[src/rtl/ejr_pkg.sv]
package ejr_pkg;
  typedef enum logic [1:0] {
    BR_NONE     = 2'd0,
    BR_ALWAYS   = 2'd1,
    BR_BACKWARD = 2'd2
  } br_policy_e;

  localparam int unsigned OFF_W = 21;  // widest immediate offset (J format)
endpackage

[src/rtl/ejr_classify.sv]
module ejr_classify
  import ejr_pkg::*;
(
  input  logic [31:0]      instr_i,
  input  logic             cmp_i,
  output logic             is_jump_o,
  output logic             is_branch_o,
  output logic             is_indirect_o,
  output logic [OFF_W-1:0] off_o
);
  logic [6:0] op;
  logic [1:0] quad;
  logic [2:0] cf3;
  logic [OFF_W-1:0] off_j, off_b, off_cj, off_cb;

  assign op   = instr_i[6:0];
  assign quad = instr_i[1:0];
  assign cf3  = instr_i[15:13];

  assign off_j  = {instr_i[31], instr_i[19:12], instr_i[20], instr_i[30:21], 1'b0};
  assign off_b  = {{8{instr_i[31]}}, instr_i[31], instr_i[7], instr_i[30:25],
                   instr_i[11:8], 1'b0};
  assign off_cj = {{9{instr_i[12]}}, instr_i[12], instr_i[8], instr_i[10:9], instr_i[6],
                   instr_i[7], instr_i[2], instr_i[11], instr_i[5:3], 1'b0};
  assign off_cb = {{12{instr_i[12]}}, instr_i[12], instr_i[6:5], instr_i[2],
                   instr_i[11:10], instr_i[4:3], 1'b0};

  always_comb begin
    is_jump_o     = 1'b0;
    is_branch_o   = 1'b0;
    is_indirect_o = 1'b0;
    off_o         = '0;
    if (cmp_i) begin
      if (quad == 2'b01 && (cf3 == 3'b101 || cf3 == 3'b001)) begin
        is_jump_o = 1'b1;
        off_o     = off_cj;
      end else if (quad == 2'b01 && cf3[2:1] == 2'b11) begin
        is_branch_o = 1'b1;
        off_o       = off_cb;
      end else if (quad == 2'b10 && cf3 == 3'b100 &&
                   instr_i[11:7] != 5'd0 && instr_i[6:2] == 5'd0) begin
        is_indirect_o = 1'b1;
      end
    end else begin
      unique case (op)
        7'b1101111: begin is_jump_o = 1'b1; off_o = off_j; end
        7'b1100011: begin is_branch_o = 1'b1; off_o = off_b; end
        7'b1100111: is_indirect_o = 1'b1;
        default: ;
      endcase
    end
  end
endmodule

[src/rtl/ejr_policy.sv]
module ejr_policy
  import ejr_pkg::*;
#(
  parameter br_policy_e POLICY = BR_BACKWARD
) (
  input  logic is_jump_i,
  input  logic is_branch_i,
  input  logic back_i,
  output logic take_o
);
  logic br_take;

  generate
    if (POLICY == BR_ALWAYS) begin : g_always
      assign br_take = is_branch_i;
    end else if (POLICY == BR_BACKWARD) begin : g_back
      assign br_take = is_branch_i & back_i;
    end else begin : g_none
      assign br_take = 1'b0;
    end
  endgenerate

  assign take_o = is_jump_i | br_take;
endmodule

[src/rtl/ejr_ctl.sv]
module ejr_ctl #(
  parameter int unsigned XLEN = 32
) (
  input  logic            clk_i,
  input  logic            rst_ni,
  input  logic            valid_i,
  input  logic            stall_i,
  input  logic            take_i,
  input  logic [XLEN-1:0] target_i,
  input  logic [XLEN-1:0] link_i,
  output logic            redirect_o,
  output logic [XLEN-1:0] redirect_pc_o,
  output logic            flush_o,
  output logic            ex_valid_o,
  output logic            ex_early_o,
  output logic [XLEN-1:0] ex_link_o
);
  logic            redirect_q, ex_valid_q, ex_early_q;
  logic [XLEN-1:0] target_q, link_q;
  logic            accept;

  // a redirect in flight kills the younger instruction now in decode
  assign accept = valid_i & ~stall_i & ~redirect_q;

  always_ff @(posedge clk_i or negedge rst_ni) begin
    if (!rst_ni) begin
      redirect_q <= 1'b0;
      ex_valid_q <= 1'b0;
      ex_early_q <= 1'b0;
      target_q   <= '0;
      link_q     <= '0;
    end else begin
      redirect_q <= accept & take_i;
      ex_valid_q <= accept;
      ex_early_q <= accept & take_i;
      link_q     <= accept ? link_i : '0;
      if (accept & take_i) target_q <= target_i;
    end
  end

  assign redirect_o    = redirect_q;
  assign redirect_pc_o = target_q;
  assign flush_o       = redirect_q;
  assign ex_valid_o    = ex_valid_q;
  assign ex_early_o    = ex_early_q;
  assign ex_link_o     = link_q;

  assert_flush_drop_R6: assert property (@(posedge clk_i) disable iff (!rst_ni)
    flush_o |=> !ex_valid_o && !redirect_o);
  assert_single_pulse_R5: assert property (@(posedge clk_i) disable iff (!rst_ni)
    redirect_o |=> !redirect_o);
  assert_stall_hold_R5: assert property (@(posedge clk_i) disable iff (!rst_ni)
    stall_i |=> !redirect_o);
  assert_tag_match_R7: assert property (@(posedge clk_i) disable iff (!rst_ni)
    redirect_o |-> ex_early_o && ex_valid_o);
  assert_idle_quiet_R11: assert property (@(posedge clk_i) disable iff (!rst_ni)
    !valid_i |=> !ex_valid_o && !ex_early_o && ex_link_o == '0);
endmodule

[src/rtl/early_jump_redirect.sv]
module early_jump_redirect
  import ejr_pkg::*;
#(
  parameter int unsigned XLEN   = 32,
  parameter br_policy_e  POLICY = BR_BACKWARD
) (
  input  logic            clk_i,
  input  logic            rst_ni,
  input  logic            dec_valid_i,
  input  logic [31:0]     dec_instr_i,
  input  logic [XLEN-1:0] dec_pc_i,
  input  logic            dec_cmp_i,
  input  logic            dec_stall_i,
  output logic            redirect_o,
  output logic [XLEN-1:0] redirect_pc_o,
  output logic            flush_o,
  output logic            ex_valid_o,
  output logic            ex_early_o,
  output logic [XLEN-1:0] ex_link_o
);
  localparam int unsigned EXT_W = XLEN - OFF_W;

  logic             is_jump, is_branch, is_indirect, take;
  logic [OFF_W-1:0] off;
  logic [XLEN-1:0]  off_ext, target, link;

  ejr_classify u_classify (
    .instr_i      (dec_instr_i),
    .cmp_i        (dec_cmp_i),
    .is_jump_o    (is_jump),
    .is_branch_o  (is_branch),
    .is_indirect_o(is_indirect),
    .off_o        (off)
  );

  ejr_policy #(.POLICY(POLICY)) u_policy (
    .is_jump_i  (is_jump),
    .is_branch_i(is_branch),
    .back_i     (off[OFF_W-1]),
    .take_o     (take)
  );

  assign off_ext = {{EXT_W{off[OFF_W-1]}}, off};
  assign target  = dec_pc_i + off_ext;
  assign link    = dec_pc_i + (dec_cmp_i ? XLEN'(2) : XLEN'(4));

  ejr_ctl #(.XLEN(XLEN)) u_ctl (
    .clk_i        (clk_i),
    .rst_ni       (rst_ni),
    .valid_i      (dec_valid_i),
    .stall_i      (dec_stall_i),
    .take_i       (take),
    .target_i     (target),
    .link_i       (link),
    .redirect_o   (redirect_o),
    .redirect_pc_o(redirect_pc_o),
    .flush_o      (flush_o),
    .ex_valid_o   (ex_valid_o),
    .ex_early_o   (ex_early_o),
    .ex_link_o    (ex_link_o)
  );

  assert_no_indirect_R4: assert property (@(posedge clk_i) disable iff (!rst_ni)
    dec_valid_i && is_indirect |=> !redirect_o && !ex_early_o);

  generate
    if (POLICY == BR_NONE) begin : g_chk_none
      assert_no_branch_R8: assert property (@(posedge clk_i) disable iff (!rst_ni)
        dec_valid_i && is_branch |=> !redirect_o);
    end else if (POLICY == BR_BACKWARD) begin : g_chk_back
      assert_fwd_branch_R10: assert property (@(posedge clk_i) disable iff (!rst_ni)
        dec_valid_i && is_branch && !dec_instr_i[dec_cmp_i ? 12 : 31] |=> !redirect_o);
    end
  endgenerate
endmodule

[config.mk]
export PLATFORM = sky130hd
export DESIGN_NAME = early_jump_redirect
export DESIGN_NICKNAME = d
export VERILOG_FILES = /design/src/rtl/ejr_pkg.sv /design/src/rtl/ejr_classify.sv /design/src/rtl/ejr_policy.sv /design/src/rtl/ejr_ctl.sv /design/src/rtl/early_jump_redirect.sv
export SDC_FILE = /design/constraint.sdc
export NUM_CORES = 1
export LEC_CHECK = 0
export ABC_AREA = 1
export BUFFER_PORTS_ARGS = -buffer_cell sky130_fd_sc_hd__buf_2
export CAP_MARGIN = 15
export CELL_PAD_IN_SITES_DETAIL_PLACEMENT = 1
export CELL_PAD_IN_SITES_GLOBAL_PLACEMENT = 1
export CORE_ASPECT_RATIO = 1.5
export CORE_MARGIN = 1
export CORE_UTILIZATION = 38
export DETAILED_ROUTE_END_ITERATION = 6
export PLACE_DENSITY = 0.84
export RECOVER_POWER = 50
export SLEW_MARGIN = 15
export SYNTH_ARGS = -nofsm -noshare
export SYNTH_HDL_FRONTEND = slang
export SYNTH_SLANG_ARGS = --single-unit
export TNS_END_PERCENT = 50
[constraint.sdc]
create_clock -name clk_i -period 1.9 [get_ports clk_i]
set_clock_uncertainty 0.05 [all_clocks]
set_input_delay 0.475 -clock clk_i [delete_from_list [all_inputs] [get_ports clk_i]]
set_output_delay 0.475 -clock clk_i [all_outputs]
set_load 0.01 [all_outputs]
==> results of run 1 <==
-- synth_stat cells (2+ instances only) --
library cell / n / share of area [%]
a21oi_1: 27 / 2.3
a21oi_4: 2 / 0.56
a22o_1: 2 / 0.30
and2_1: 2 / 0.21
and3_1: 3 / 0.32
buf_4: 2 / 0.26
buf_6: 5 / 0.96
clkbuf_1: 5 / 0.32
dfrtp_1: 66 / 28
fa_1: 2 / 0.69
ha_1: 32 / 6.9
inv_1: 163 / 10
nand2_1: 333 / 21
nand3_1: 60 / 5.1
nand3b_1: 8 / 1.0
nand4_1: 14 / 1.5
nor2_1: 104 / 6.7
nor2_2: 3 / 0.32
nor3_1: 21 / 1.8
nor3_2: 2 / 0.34
o21ai_0: 23 / 2.0
o21ai_1: 7 / 0.60
o21ai_2: 3 / 0.45
o21bai_1: 2 / 0.26
or2_2: 2 / 0.21
xnor2_1: 21 / 3.2
xor2_1: 13 / 2.0
-- repair_timing --
action / in CTS
resized for setup: 269
setup buffers: 25
pin swaps: 112
endpoints found under the setup margin: 54
gates cloned: 1
-- metrics by stage --
stage / std cells / setup TNS [ns] / hold slack (ns) / setup WS, ns / area, µm²
after floorplan: 940 / -14.46 / 0.1294 / -0.5859 / 6021
after global placement: 1416 / -37.20 / 0.4051 / -1.030 / 8050
after detailed placement: 1416 / -41.88 / 0.4113 / -1.119 / 8050
after CTS: 1454 / -12.61 / 0.1131 / -0.5666 / 9625
-- logic make-up after synthesis --
logic type / Yosys count / share of synthesized area [%]
AO/OA/AOI/OAI: 73 / 7.394
XOR/XNOR: 34 / 5.101
adder cells (fa/ha/maj): 34 / 7.544
buffers and inverters: 177 / 12.17
flip-flops: 66 / 28.29
AND/OR/NAND/NOR: 556 / 39.50
-- layer usage --
layer  track usage [%]  GRT overflow
met5             19.06             0
met4             99.06           168
met3             66.09             5
met2             109.3           429
met1             84.77            10
==> key figures, run 1 <==
Run status
  • First Err: [ERROR GRT-0232] Routing congestion too high. Check the congestion heatmap in the GUI.
  • Halt point of the flow: global routing (5_1_grt)
  • Status: stopped before the end

Synthesis
  • Cells after Synth: 940
  • Post-synthesis sequential area ratio: 28.29%
  • Netlist cell types: 40
  • Async SR Flop Fraction: 100.0%
  • Avg Inst Size Synth: 6.211 µm²
  • Post-synth EDFFs: 0
  • Ys Warns: 0
  • Mapped Area: 5838 µm²
  • Synthesized Nets: 1043
  • Synthesized flop and latch total: 66
  • Main synth FF type: dfrtp_1

Global route
  • Total GRT Usage: 88.31%
  • Pin count of the biggest net entering global routing: 67
  • Grt ovf: 612

Clock network
  • Clk buf depth: 2
  • CTS root buf: clkbuf_16
  • Hold-fix buffers at CTS: 0
  • H-tree depth: 3
  • CTS Buf Count: 9
  • CTS sink count: 66

Floorplan
  • Die width: 103.2 µm
  • Initial Utilization: 38.74%
  • # IOs: 137
  • Row count: 55
  • Die Y: 153.8 µm

Place
  • Detailed placer's ending HPWL: 19380 µm
  • I/O Buffers: 136
  • Global placement routability congestion: 1.004

STA
  • GRT repair_timing worst endpoint: u_ctl.redirect_pc_o[25]$_DFFE_PN0P_/D
  • Worst_ep kind: sequential cell input
==> inputs of run 2 (changes only) <==
--- a/config.mk
+++ b/config.mk
@@ -8,13 +8,10 @@
 export ABC_AREA = 1
 export BUFFER_PORTS_ARGS = -buffer_cell sky130_fd_sc_hd__buf_2
 export CAP_MARGIN = 15
-export CELL_PAD_IN_SITES_DETAIL_PLACEMENT = 1
-export CELL_PAD_IN_SITES_GLOBAL_PLACEMENT = 1
-export CORE_ASPECT_RATIO = 1.5
 export CORE_MARGIN = 1
-export CORE_UTILIZATION = 38
+export CORE_UTILIZATION = 35
 export DETAILED_ROUTE_END_ITERATION = 6
-export PLACE_DENSITY = 0.84
+export PLACE_DENSITY_LB_ADDON = 0.15
 export RECOVER_POWER = 50
 export SLEW_MARGIN = 15
 export SYNTH_ARGS = -nofsm -noshare
==> key figures, run 2 <==
Run status
  • Status: finished with violations
  • Violated checks: negative setup slack

Critical path
  • Critical path type: primary input to register
  • Reg2Reg Capture Point: u_ctl.ex_link_o[16]
  • CP Launch Type: primary input
  • FF-to-FF Start: u_ctl.ex_early_o
  • Critical Path Sink Type: register
  • Critical Path RT: 2.08 ns
  • Worst R2R Setup Slack: 0.08 ns
  • CP arrival: 2.62 ns
  • Worst Setup SP: dec_instr_i[13]
  • CP Max Fanout: 4
  • Register-to-Register Path Depth: 5

STA
  • Final setup viols: 52
  • Peak Freq: 0.4090 GHz
  • Rel. slew slack: 36.98%
  • Min Tclk post-route: 2.445 ns
  • Worst slew pin tran: 0.9453 ns
  • Final worst-path cycle share: 128.7%
  • Final WS setup: -0.5449 ns
  • RSZ-0062 raised after global routing: true
  • Final hold vios: 0
  • Pins Over Slew Limit: 0

Hold path
  • Hold path cells: 3
  • Hold Path Sink: u_ctl.ex_link_o[0]
  • Worst Hold Launch: dec_pc_i[0]
  • Hold WC Path Type: primary input to register

Finish
  • ANT cells: 0
  • Fraction of layout cells with a size suffix above 1: 45.30%
  • Fin util: 60.39%
  • P&R area growth vs syn: 66.12%
  • Nets: 1354
  • # fillers: 1432
  • Multi-input gate area: 4679 µm²
  • Most frequent cells in the layout: 254 x nand2_1, 156 x buf_4, 141 x inv_1
  • Flip-flop and latch area: 1652 µm²
  • Commonest non-fill, non-tap cell in the layout: nand2_1

Clock network
  • H-tree depth: 3 (unchanged)
  • Worst-Skew Late Latency: 0.33 ns
  • CTS root buf: clkbuf_16
  • Clk buf depth: 2 (unchanged)
  • CTS sink count: 66 (unchanged)
  • Clock-pin slew on the worst setup and hold paths: 0.05 ns
  • CTS Buf Count: 9 (unchanged)
  • CTS tree: built

Route
  • Iter 0 DRT Violations: 416
  • Via Count: 6951
  • WL final: 21400 µm
  • Vias per cell: 4.722
  • Metal2 WL: 10150 µm
  • Uppermost layer routed: met4
  • Wire per inst: 14.54 µm
  • Met3 WL: 908 µm
  • DRC: 0
  • First-pass iteration count of the detailed router: 5
  • Final ANT Viol Nets: 0
  • Met1 wire length: 9731 µm

Synthesis
  • Synth area leader: dfrtp_1
  • Main synth FF type: dfrtp_1
  • Synth Area in Compound Gates: 7.394% (unchanged)
  • Post-synthesis xor/xnor area fraction: 5.101% (unchanged)
  • Avg Inst Size Synth: 6.211 µm² (unchanged)
  • Async SR Flop Fraction: 100.0% (unchanged)
  • Synth cell count leaders: 333 x nand2_1, 163 x inv_1, 104 x nor2_1
  • Netlist cell types: 40 (unchanged)
  • Post-synthesis mux area share: 0% (unchanged)
  • Synthesized flop and latch total: 66 (unchanged)
  • Share of the synthesized area in the top cell type: 28.29% (unchanged)
  • Cells after Synth: 940 (unchanged)
  • Ys Warns: 0 (unchanged)
  • Most common cell in the netlist: nand2_1
  • Post-synth EDFFs: 0 (unchanged)
  • Mapped Area: 5838 µm² (unchanged)
  • Synthesized Nets: 1043 (unchanged)
  • Post-synthesis sequential area ratio: 28.29% (unchanged)
  • Post-Synth Simple-Gate Area: 39.50% (unchanged)
  • Adder-cell area share of the yosys netlist: 7.544% (unchanged)
  • Top cells by area, synth: dfrtp_1 28%, nand2_1 21%, inv_1 10%, ha_1 6.9%, nor2_1 6.7%
  • Largest family of logic cells by synthesized area: simple AND/OR/NAND/NOR gates

Floorplan
  • Die width: 131.2 µm (+27%)
  • Core region area: 16060 µm²
  • Row count: 46 (-16%)
  • Die Y: 131.2 µm (-15%)
  • Initial Utilization: 36.36% (-2.4 points)
  • Die area: 17200 µm²
  • # IOs: 137 (unchanged)

Place
  • Detailed placer's ending HPWL: 16510 µm (-15%)
  • Global placement routability congestion: 0.9647 (-3.9%)
  • I/O Buffers: 136 (unchanged)
  • Post-place setup slack: -0.9863 ns (+0.1331 ns)

Pwr
  • Peak supply drop: 0.0004272 V
  • Tot Pwr: 5604 µW
  • Leak pwr: 0.005302 µW
  • Pwr per Cell Area: 577.8 nW/µm²

Global route
  • Vias in the first global route: 6849
  • Grt ovf: 0
  • Pin count of the biggest net entering global routing: 67
  • Global-route wire length before repair: 33910 µm
  • Initial antenna violation count: 0
  • Total GRT Usage: 25.09%

Job
  • Max cap viols: 0
## run 2: cell counts after synthesis
Identical to the previous run, type by type.
## run 2: timing repair
action,4_1_cts,5_1_grt
setup endpoints to repair,55,55
gates cloned,0,0
gates resized for setup,138,164
pin swaps,58,78
buffers inserted,11,12
hold buffers,0,0
## run 2: logic make-up (layout without fill, tap and decap cells)
logic type      count (synthesis)  after routing
buf+inv                       177            493
fa+ha+maj                      34             34
simple gates                  556            556
flops                          66             66
compound gates                 73             73
xor+xnor                       34             34
## run 2: worst max-delay path, stage by stage
cell and delay [ns]:
buf_2 0.14, nand4_1 0.25, buf_4 0.24, o211ai_1 0.18, nand2_1 0.12, ha_4 0.33, nand2_4 0.07, nor2_2 0.16
nand3_2 0.15, nand3_4 0.14, nand3_2 0.08, nand2_1 0.07, nand2_1 0.06, nand3_2 0.09, nand2_1 0.06
## run 2: power breakdown
| group | leakage, µW | total (µW) | switching (µW) | internal [µW] |
|---|---|---|---|---|
| sequential | 0.000865 | 1760 | 119 | 1640 |
| clock | 0.000142 | 1650 | 648 | 1010 |
| combinational | 0.00429 | 2190 | 1200 | 994 |
## run 2: layer usage
layer	up-vias	track usage (%)
met3	42	2.739
met4	0	9.346
met1	3178	33.30
li1	3550	-
met2	181	41.84
met5	-	0
## run 2: worst max path at each step
stage,endpoint,slack (ns),cells after the start
floorplan,u_ctl.redirect_pc_o[25],-0.59,18
global placement,u_ctl.redirect_pc_o[29],-0.96,18
detailed placement,u_ctl.redirect_pc_o[31],-0.99,18
CTS,u_ctl.redirect_pc_o[29],-0.48,20
global route,u_ctl.redirect_pc_o[26],-0.66,16
finish,u_ctl.redirect_pc_o[26],-0.54,15
## run 2: final cells by class
type,count,area share [%]
multi-input cells,697,48.25
repair buffers,313,22.33
flip-flops and latches,66,17.03
inverters,164,6.644
well taps,216,2.787
clock buffers,10,2.361
clock inverters,6,0.5935
## run 2: through the flow
stage | cell area [µm²] | std cells | hold slack (ns) | setup TNS (ns)
6_report | 9698 | 1472 | 0.3160 | -14.97
5_1_grt | 9698 | 1472 | 0.3285 | -21.12
4_1_cts | 9055 | 1462 | 0.1188 | -12.27
3_5_place_dp | 8074 | 1435 | 0.4120 | -40.80
3_3_place_gp | 8074 | 1435 | 0.4101 | -39.95
2_1_floorplan | 6021 | 940 | 0.1294 | -14.46
(Power assumes the default switching activity.)
==> inputs of run 3 (changes only) <==
--- a/config.mk
+++ b/config.mk
@@ -13,6 +13,7 @@
 export DETAILED_ROUTE_END_ITERATION = 6
 export PLACE_DENSITY_LB_ADDON = 0.15
 export RECOVER_POWER = 50
+export SKIP_LAST_GASP = 1
 export SLEW_MARGIN = 15
 export SYNTH_ARGS = -nofsm -noshare
 export SYNTH_HDL_FRONTEND = slang
==> key figures, run 3 (synthesis gave the netlist of run 2 again) <==
Critical path
  • CP Buf/Inv Count: 7 (+5)
  • Critical Path RT: 2.08 ns (about the same)
  • CP Cell Sequence: buf_12 > inv_12 > nand2_4 > a21oi_4 > buf_6 > buf_6 > a21oi_1 > or2_4 > inv_2 > ha_4 > buf_4 > nand2_1 > nor2_2 > nand2_1 > nand3_2 > nand2_2 > nand2_4 > buf_4 > xnor2_2 > o21ai_1
  • CP arrival: 2.61 ns (about the same)
  • Worst path max stage delay: 0.25 ns (-0.08 ns)
  • CP Max Fanout: 4 (unchanged)
  • Critical path type: primary input to register
  • CP delay by family, top: buffers and inverters
  • Slowest stage cell, crit path: or2_4
  • Critical Path Sink Type: register
  • CP Launch Type: primary input

Finish
  • Most frequent cells in the layout: 265 x nand2_1, 164 x buf_4, 143 x inv_1
  • P&R area growth vs syn: 63.29%
  • Fin util: 59.37% (-1.0 points)
  • Commonest non-fill, non-tap cell in the layout: nand2_1
  • Fraction of layout cells with a size suffix above 1: 42.93% (-2.4 points)
  • Final Cell Area: 9533 µm² (-1.7%)
  • Nets: 1356 (+0.15%)
  • ANT cells: 0 (unchanged)

Route
  • Vias per cell: 4.748 (+0.54%)
  • Final ANT Viol Nets: 0 (unchanged)
  • Wire per inst: 14.44 µm (-0.69%)
  • DRC: 0 (unchanged)
  • Via Count: 6998 (+0.68%)
  • Iter 0 DRT Violations: 429 (+3.1%)
  • First-pass iteration count of the detailed router: 5 (unchanged)
  • WL final: 21280 µm (-0.55%)

Global route
  • Grt ovf: 0 (unchanged)
  • Grt met3 use: 2.778% (+0.039 points)
  • GR Util met2: 41.43% (-0.41 points)
  • Pin count of the biggest net entering global routing: 67 (unchanged)
  • Most used routing layer: met2
  • Global-route wire length before repair: 33770 µm (-0.43%)
  • Total GRT Usage: 25.01% (-0.077 points)
  • Vias in the first global route: 6801 (-0.70%)
  • Initial antenna violation count: 0 (unchanged)
  • GRT met1 Usage: 33.34% (+0.040 points)

Place
  • Post-DP Area: 8074 µm² (unchanged)
  • I/O Buffers: 136 (unchanged)
  • Global placement routability congestion: 0.9647 (unchanged)
  • Detailed placer's ending HPWL: 16510 µm (unchanged)

Floorplan
  • Core region area: 16060 µm² (unchanged)
  • Die width: 131.2 µm (unchanged)
  • # IOs: 137 (unchanged)
  • Die Y: 131.2 µm (unchanged)
  • Die area: 17200 µm² (unchanged)
  • Row count: 46 (unchanged)
  • Initial Utilization: 36.36% (unchanged)

Run status
  • Violated checks: negative setup slack
  • Status: finished with violations

STA
  • Min Tclk post-route: 2.427 ns (-0.01787 ns)
  • Rel. slew slack: 37.25% (+0.27 points)
  • Pins Over Slew Limit: 0 (unchanged)
  • Final worst-path cycle share: 127.7% (-0.94 points)
  • Final WS setup: -0.5271 ns (+0.01787 ns)
  • Peak Freq: 0.4120 GHz (+0.74%)
  • Final setup viols: 49 (-5.8%)
  • Final hold vios: 0 (unchanged)
  • Worst slew pin tran: 0.9413 ns (-0.004022 ns)
  • RSZ-0062 raised after global routing: true

Clock network
  • H-tree depth: 3 (unchanged)
  • Clock-pin slew on the worst setup and hold paths: 0.06 ns (about the same)
  • CTS root buf: clkbuf_16
  • CTS sink count: 66 (unchanged)
  • Clk buf depth: 2 (unchanged)
  • CTS Buf Count: 9 (unchanged)
  • CTS tree: built
  • Worst-Skew Late Latency: 0.34 ns (about the same)

Hold path
  • Hold WC Path Type: primary input to register

Pwr
  • Peak supply drop: 0.0004250 V (-0.51%)
  • Pwr per Cell Area: 584.0 nW/µm² (+1.1%)
  • Leak pwr: 0.005249 µW (-1.0%)

Job
  • Max cap viols: 0 (unchanged)
==> run 3: changes by cell type in the layout (fill, tap and decap cells not counted), moves of 5 or more <==
| cell | previous run | this run |
|---|---|---|
| buf_4 | 156 | 164 |
| buf_6 | 22 | 16 |
| nand2_1 | 254 | 265 |
| nand2_2 | 59 | 51 |
| nor3_1 | 14 | 20 |
| nor3_2 | 6 | 1 |
==> run 3: through the flow <==
step / setup WS [ns] / instances / TNS, ns / hold slack (ns) / total power, µW
final: -0.5271 / 1474 / -16.18 / 0.3132 / 5568
after global routing: -0.6444 / 1474 / -22.37 / 0.3202 / 5905
after CTS: -0.4847 / 1462 / -16.72 / 0.1188 / 5440
after detailed placement: -0.9863 / 1435 / -40.80 / 0.4120 / 3599
after global placement: -0.9627 / 1435 / -39.95 / 0.4101 / 3595
after floorplan: -0.5859 / 940 / -14.46 / 0.1294 / 2694
==> run 3: layer usage <==
layer	wire [µm]	vias to the layer above	share of wire (%)
li1	-	3550	-
met1	9724	3213	46
met2	10040	196	47
met3	936	39	4.4
met4	579	0	2.7
met5	0	-	0
==> run 3: what timing repair did <==
item | in CTS | in global routing
pin swaps | 52 | 71
setup endpoints to repair | 55 | 58
buffers inserted | 11 | 13
gates resized for setup | 110 | 145
hold buffers | 0 | 0
==> run 3: power breakdown <==
part / total (µW) / internal (µW) / switching, µW
logic: 2160 / 978 / 1180
clock network: 1660 / 1010 / 649
registers: 1750 / 1640 / 118
total: 5570 / 3620 / 1950
==> run 3: worst paths after layout <==
| kind | start | endpoint | slack [ns] | cells past startpoint |
|---|---|---|---|---|
| max | dec_instr_i[14] | u_ctl.redirect_pc_o[15] | -0.53 | 20 |
| min | dec_pc_i[0] | u_ctl.ex_link_o[0] | 0.31 | 3 |
| max reg2reg | u_ctl.ex_early_o | u_ctl.ex_link_o[16] | 0.04 | 5 |
| min reg2reg | u_ctl.redirect_pc_o[20] | u_ctl.redirect_pc_o[20] | 0.42 | 2 |
| max in group asynchronous | rst_ni | u_ctl.redirect_pc_o[26] | 0.87 | 2 |
| min in group asynchronous | rst_ni | u_ctl.ex_link_o[2] | 0.34 | 2 |
==> run 3: worst min-delay path, cell delays in order <==
cell and delay, ns:
buf_2 0.10, inv_1 0.05, nor2_1 0.04
==> run 3: cell type report <==
| class | count | area [µm²] |
|---|---|---|
| Fill cell | 1460 | 6525 |
| Multi-Input combinational cell | 697 | 4522 |
| Timing Repair Buffer | 315 | 2158 |
| Sequential cell | 66 | 1652 |
| Inverter | 164 | 644.4 |
| Tap cell | 216 | 270.3 |
| Clock buffer | 10 | 229.0 |
| Clock inverter | 6 | 57.56 |
==> inputs of run 4 (changes only) <==
--- a/config.mk
+++ b/config.mk
@@ -5,7 +5,7 @@
 export SDC_FILE = /design/constraint.sdc
 export NUM_CORES = 1
 export LEC_CHECK = 0
-export ABC_AREA = 1
+export ABC_AREA = 0
 export BUFFER_PORTS_ARGS = -buffer_cell sky130_fd_sc_hd__buf_2
 export CAP_MARGIN = 15
 export CORE_MARGIN = 1
==> key figures, run 4 <==
Synthesis
  • Avg Inst Size Synth: 8.213 µm² (+32%)
  • Synthesized Nets: 690 (-34%)
  • Most common cell in the netlist: nand2_1
  • Main synth FF type: dfrtp_1
  • Ys Warns: 0 (unchanged)
  • Cells after Synth: 587 (-38%)
  • Mapped Area: 4821 µm² (-17%)
  • Share of the synthesized area in the top cell type: 34.26% (+6.0 points)
  • Synthesized flop and latch total: 66 (unchanged)
  • Post-synthesis sequential area ratio: 34.26% (+6.0 points)
  • Synth cell count leaders: 80 x nand2_1, 71 x nor2_1, 66 x dfrtp_1
  • Synth area leader: dfrtp_1
  • Top cells by area, synth: dfrtp_1 34%, ha_1 8.3%, xor2_1 6.5%, nand2_1 6.2%, nor2_1 5.5%
  • Netlist cell types: 63 (+57%)
  • Async SR Flop Fraction: 100.0% (unchanged)
  • Post-synth EDFFs: 0 (unchanged)

Route
  • Via Count: 5548 (-21%)
  • WL final: 17960 µm (-16%)
  • Uppermost layer routed: met4
  • Wire per inst: 16.34 µm (+13%)
  • First-pass iteration count of the detailed router: 5 (unchanged)
  • Met3 WL: 798 µm (-15%)
  • Vias per cell: 5.048 (+6.3%)
  • Final ANT Viol Nets: 0 (unchanged)
  • DRC: 0 (unchanged)
  • Met1 wire length: 8599 µm (-12%)
  • Metal2 WL: 8261 µm (-18%)
  • Iter 0 DRT Violations: 300 (-30%)

Finish
  • Nets: 1021 (-25%)
  • # fillers: 1159 (-21%)
  • Multi-input gate area: 3765 µm² (-17%)
  • ANT cells: 0 (unchanged)
  • P&R area growth vs syn: 74.15%
  • Flip-flop and latch area: 1652 µm² (unchanged)
  • Commonest non-fill, non-tap cell in the layout: buf_4
  • Most frequent cells in the layout: 174 x buf_4, 132 x buf_2, 69 x nand2_1
  • Fraction of layout cells with a size suffix above 1: 51.03% (+8.1 points)
  • Layout Cells excl Fill: 1099 (-25%)

Job
  • Max cap viols: 0 (unchanged)

Floorplan
  • Initial Utilization: 36.12% (-0.24 points)
  • # IOs: 137 (unchanged)
  • Row count: 42 (-8.7%)
  • Die width: 119.4 µm (-9.0%)
  • Die Y: 119.4 µm (-9.0%)
  • Die area: 14250 µm² (-17%)
  • Core region area: 13350 µm² (-17%)

Critical path
  • CP Launch Type: primary input
  • CP Max Fanout: 3 (-1)
  • Worst Setup SP: dec_instr_i[6]
  • Critical Path Sink Type: register
  • CP arrival: 3.61 ns (+1.00 ns)
  • Worst R2R Setup Slack: 0.19 ns (+0.15 ns)
  • Critical path type: primary input to register
  • FF-to-FF Start: u_ctl.ex_early_o
  • Critical Path RT: 2.12 ns (+0.04 ns)

Pwr
  • Tot Pwr: 5270 µW (-5.3%)
  • Leak pwr: 0.004116 µW (-22%)
  • Peak supply drop: 0.0004240 V (-0.23%)
  • Pwr per Cell Area: 627.7 nW/µm² (+7.5%)

Clock network
  • Hold-fix buffers at CTS: 0 (unchanged)
  • CTS root buf: clkbuf_16
  • H-tree depth: 3 (unchanged)
  • Worst-Skew Late Latency: 0.34 ns (about the same)
  • Clock-pin slew on the worst setup and hold paths: 0.06 ns (about the same)
  • CTS tree: built
  • CTS sink count: 66 (unchanged)
  • CTS Buf Count: 9 (unchanged)
  • Clk buf depth: 2 (unchanged)

Global route
  • Grt ovf: 0 (unchanged)
  • Total GRT Usage: 25.08% (+0.068 points)
  • Initial antenna violation count: 0 (unchanged)
  • Vias in the first global route: 5372 (-21%)
  • Global-route wire length before repair: 27460 µm (-19%)
  • Pin count of the biggest net entering global routing: 67 (unchanged)

STA
  • Rel. slew slack: 3.156% (-34 points)
  • RSZ-0062 raised after global routing: true
  • Final setup viols: 59 (+20%)
  • Final worst-path cycle share: 178.9% (+51 points)
  • Worst slew pin tran: 1.453 ns (+0.5113 ns)
  • Final WS setup: -1.499 ns (-0.9716 ns)
  • Min Tclk post-route: 3.399 ns (+0.9716 ns)
  • Final hold vios: 0 (unchanged)
  • Pins Over Slew Limit: 0 (unchanged)
  • Peak Freq: 0.2942 GHz (-29%)

Hold path
  • Worst Hold Launch: dec_valid_i
  • Hold WC Path Type: primary input to register

Run status
  • Violated checks: negative setup slack
  • Status: finished with violations

Place
  • I/O Buffers: 136 (unchanged)
  • Detailed placer's ending HPWL: 13590 µm (-18%)
  • Post-Place Cells: 1044 (-27%)
  • Global placement routability congestion: 0.9181 (-4.8%)
==> run 4: critical path: stages <==
cell,delay (ns)
buf_6,0.07
nand4_1,0.11
or2_4,0.28
nor3_4,0.20
buf_6,0.13
a22oi_1,0.07
o21ai_2,0.18
inv_2,0.05
fa_2,0.37
nand2b_4,0.16
a211o_1,0.25
a2111o_1,0.41
a31o_1,0.24
and3_4,0.17
a2111o_1,0.36
o211ai_1,0.08
==> run 4: path summary, 6_finish.rpt <==
kind,depth (start not counted),endpoint
setup / recovery,16,u_ctl.redirect_pc_o[31]
hold / removal,2,u_ctl.ex_link_o[1]
setup reg to reg,6,u_ctl.redirect_pc_o[29]
hold reg to reg,2,u_ctl.redirect_pc_o[9]
max in group asynchronous,2,u_ctl.ex_link_o[26]
min in group asynchronous,2,u_ctl.redirect_pc_o[7]
==> run 4: logic make-up (layout without fill, tap and decap cells) <==
group	after synthesis	count (layout)	share of synthesized area (%)
AOI/OAI and AO/OA	158	158	20.69
xor gates and xnor gates	52	52	9.447
adders and majority gates	34	34	9.136
buffers and inverters	39	375	3.218
DFF	66	66	34.26
muxes	4	4	0.9083
and+or+nand+nor	234	234	22.35
==> run 4: layout make-up <==
type | instances | area share (%)
Clock buffer | 9 | 2.683
Clock inverter | 7 | 1.192
Inverter | 15 | 0.6706
Multi-Input combinational cell | 482 | 44.84
Sequential cell | 66 | 19.67
Tap cell | 176 | 2.623
Timing Repair Buffer | 344 | 28.32
==> run 4: report_power, final <==
group          leakage, µW  total [µW]  switching [µW]  internal (µW)
Combinational      0.00308        1750             898            853
Clock             0.000160        1840             676           1160
Sequential        0.000874        1680            88.1           1600
==> run 4: through the flow <==
step | TNS [ns] | util [%] | hold WS, ns | setup slack [ns] | instance area (µm²)
after floorplan | -39.96 | - | 0.1294 | -1.708 | 4935
after global placement | -59.33 | 52.38 | 0.4100 | -1.929 | 6992
after detailed placement | -61.20 | 52.38 | 0.4162 | -2.025 | 6992
after CTS | -39.69 | 58.98 | 0.09665 | -1.478 | 7873
after global routing | -50.14 | 62.90 | 0.3434 | -1.648 | 8396
final | -42.78 | 62.90 | 0.3468 | -1.499 | 8396
==> run 4: repair_timing <==
item	in CTS	in global routing
cloned	0	0
pin swaps	60	62
gates resized for setup	103	89
setup buffers	22	21
endpoints found under the hold margin	0	0
endpoints found under the setup margin	55	59
==> run 4: routing by layer <==
layer / global-route usage (%) / vias up
met5: 0 / -
met4: 8.438 / 0
met3: 3.640 / 28
met2: 38.95 / 160
met1: 35.53 / 2604
li1: - / 2756
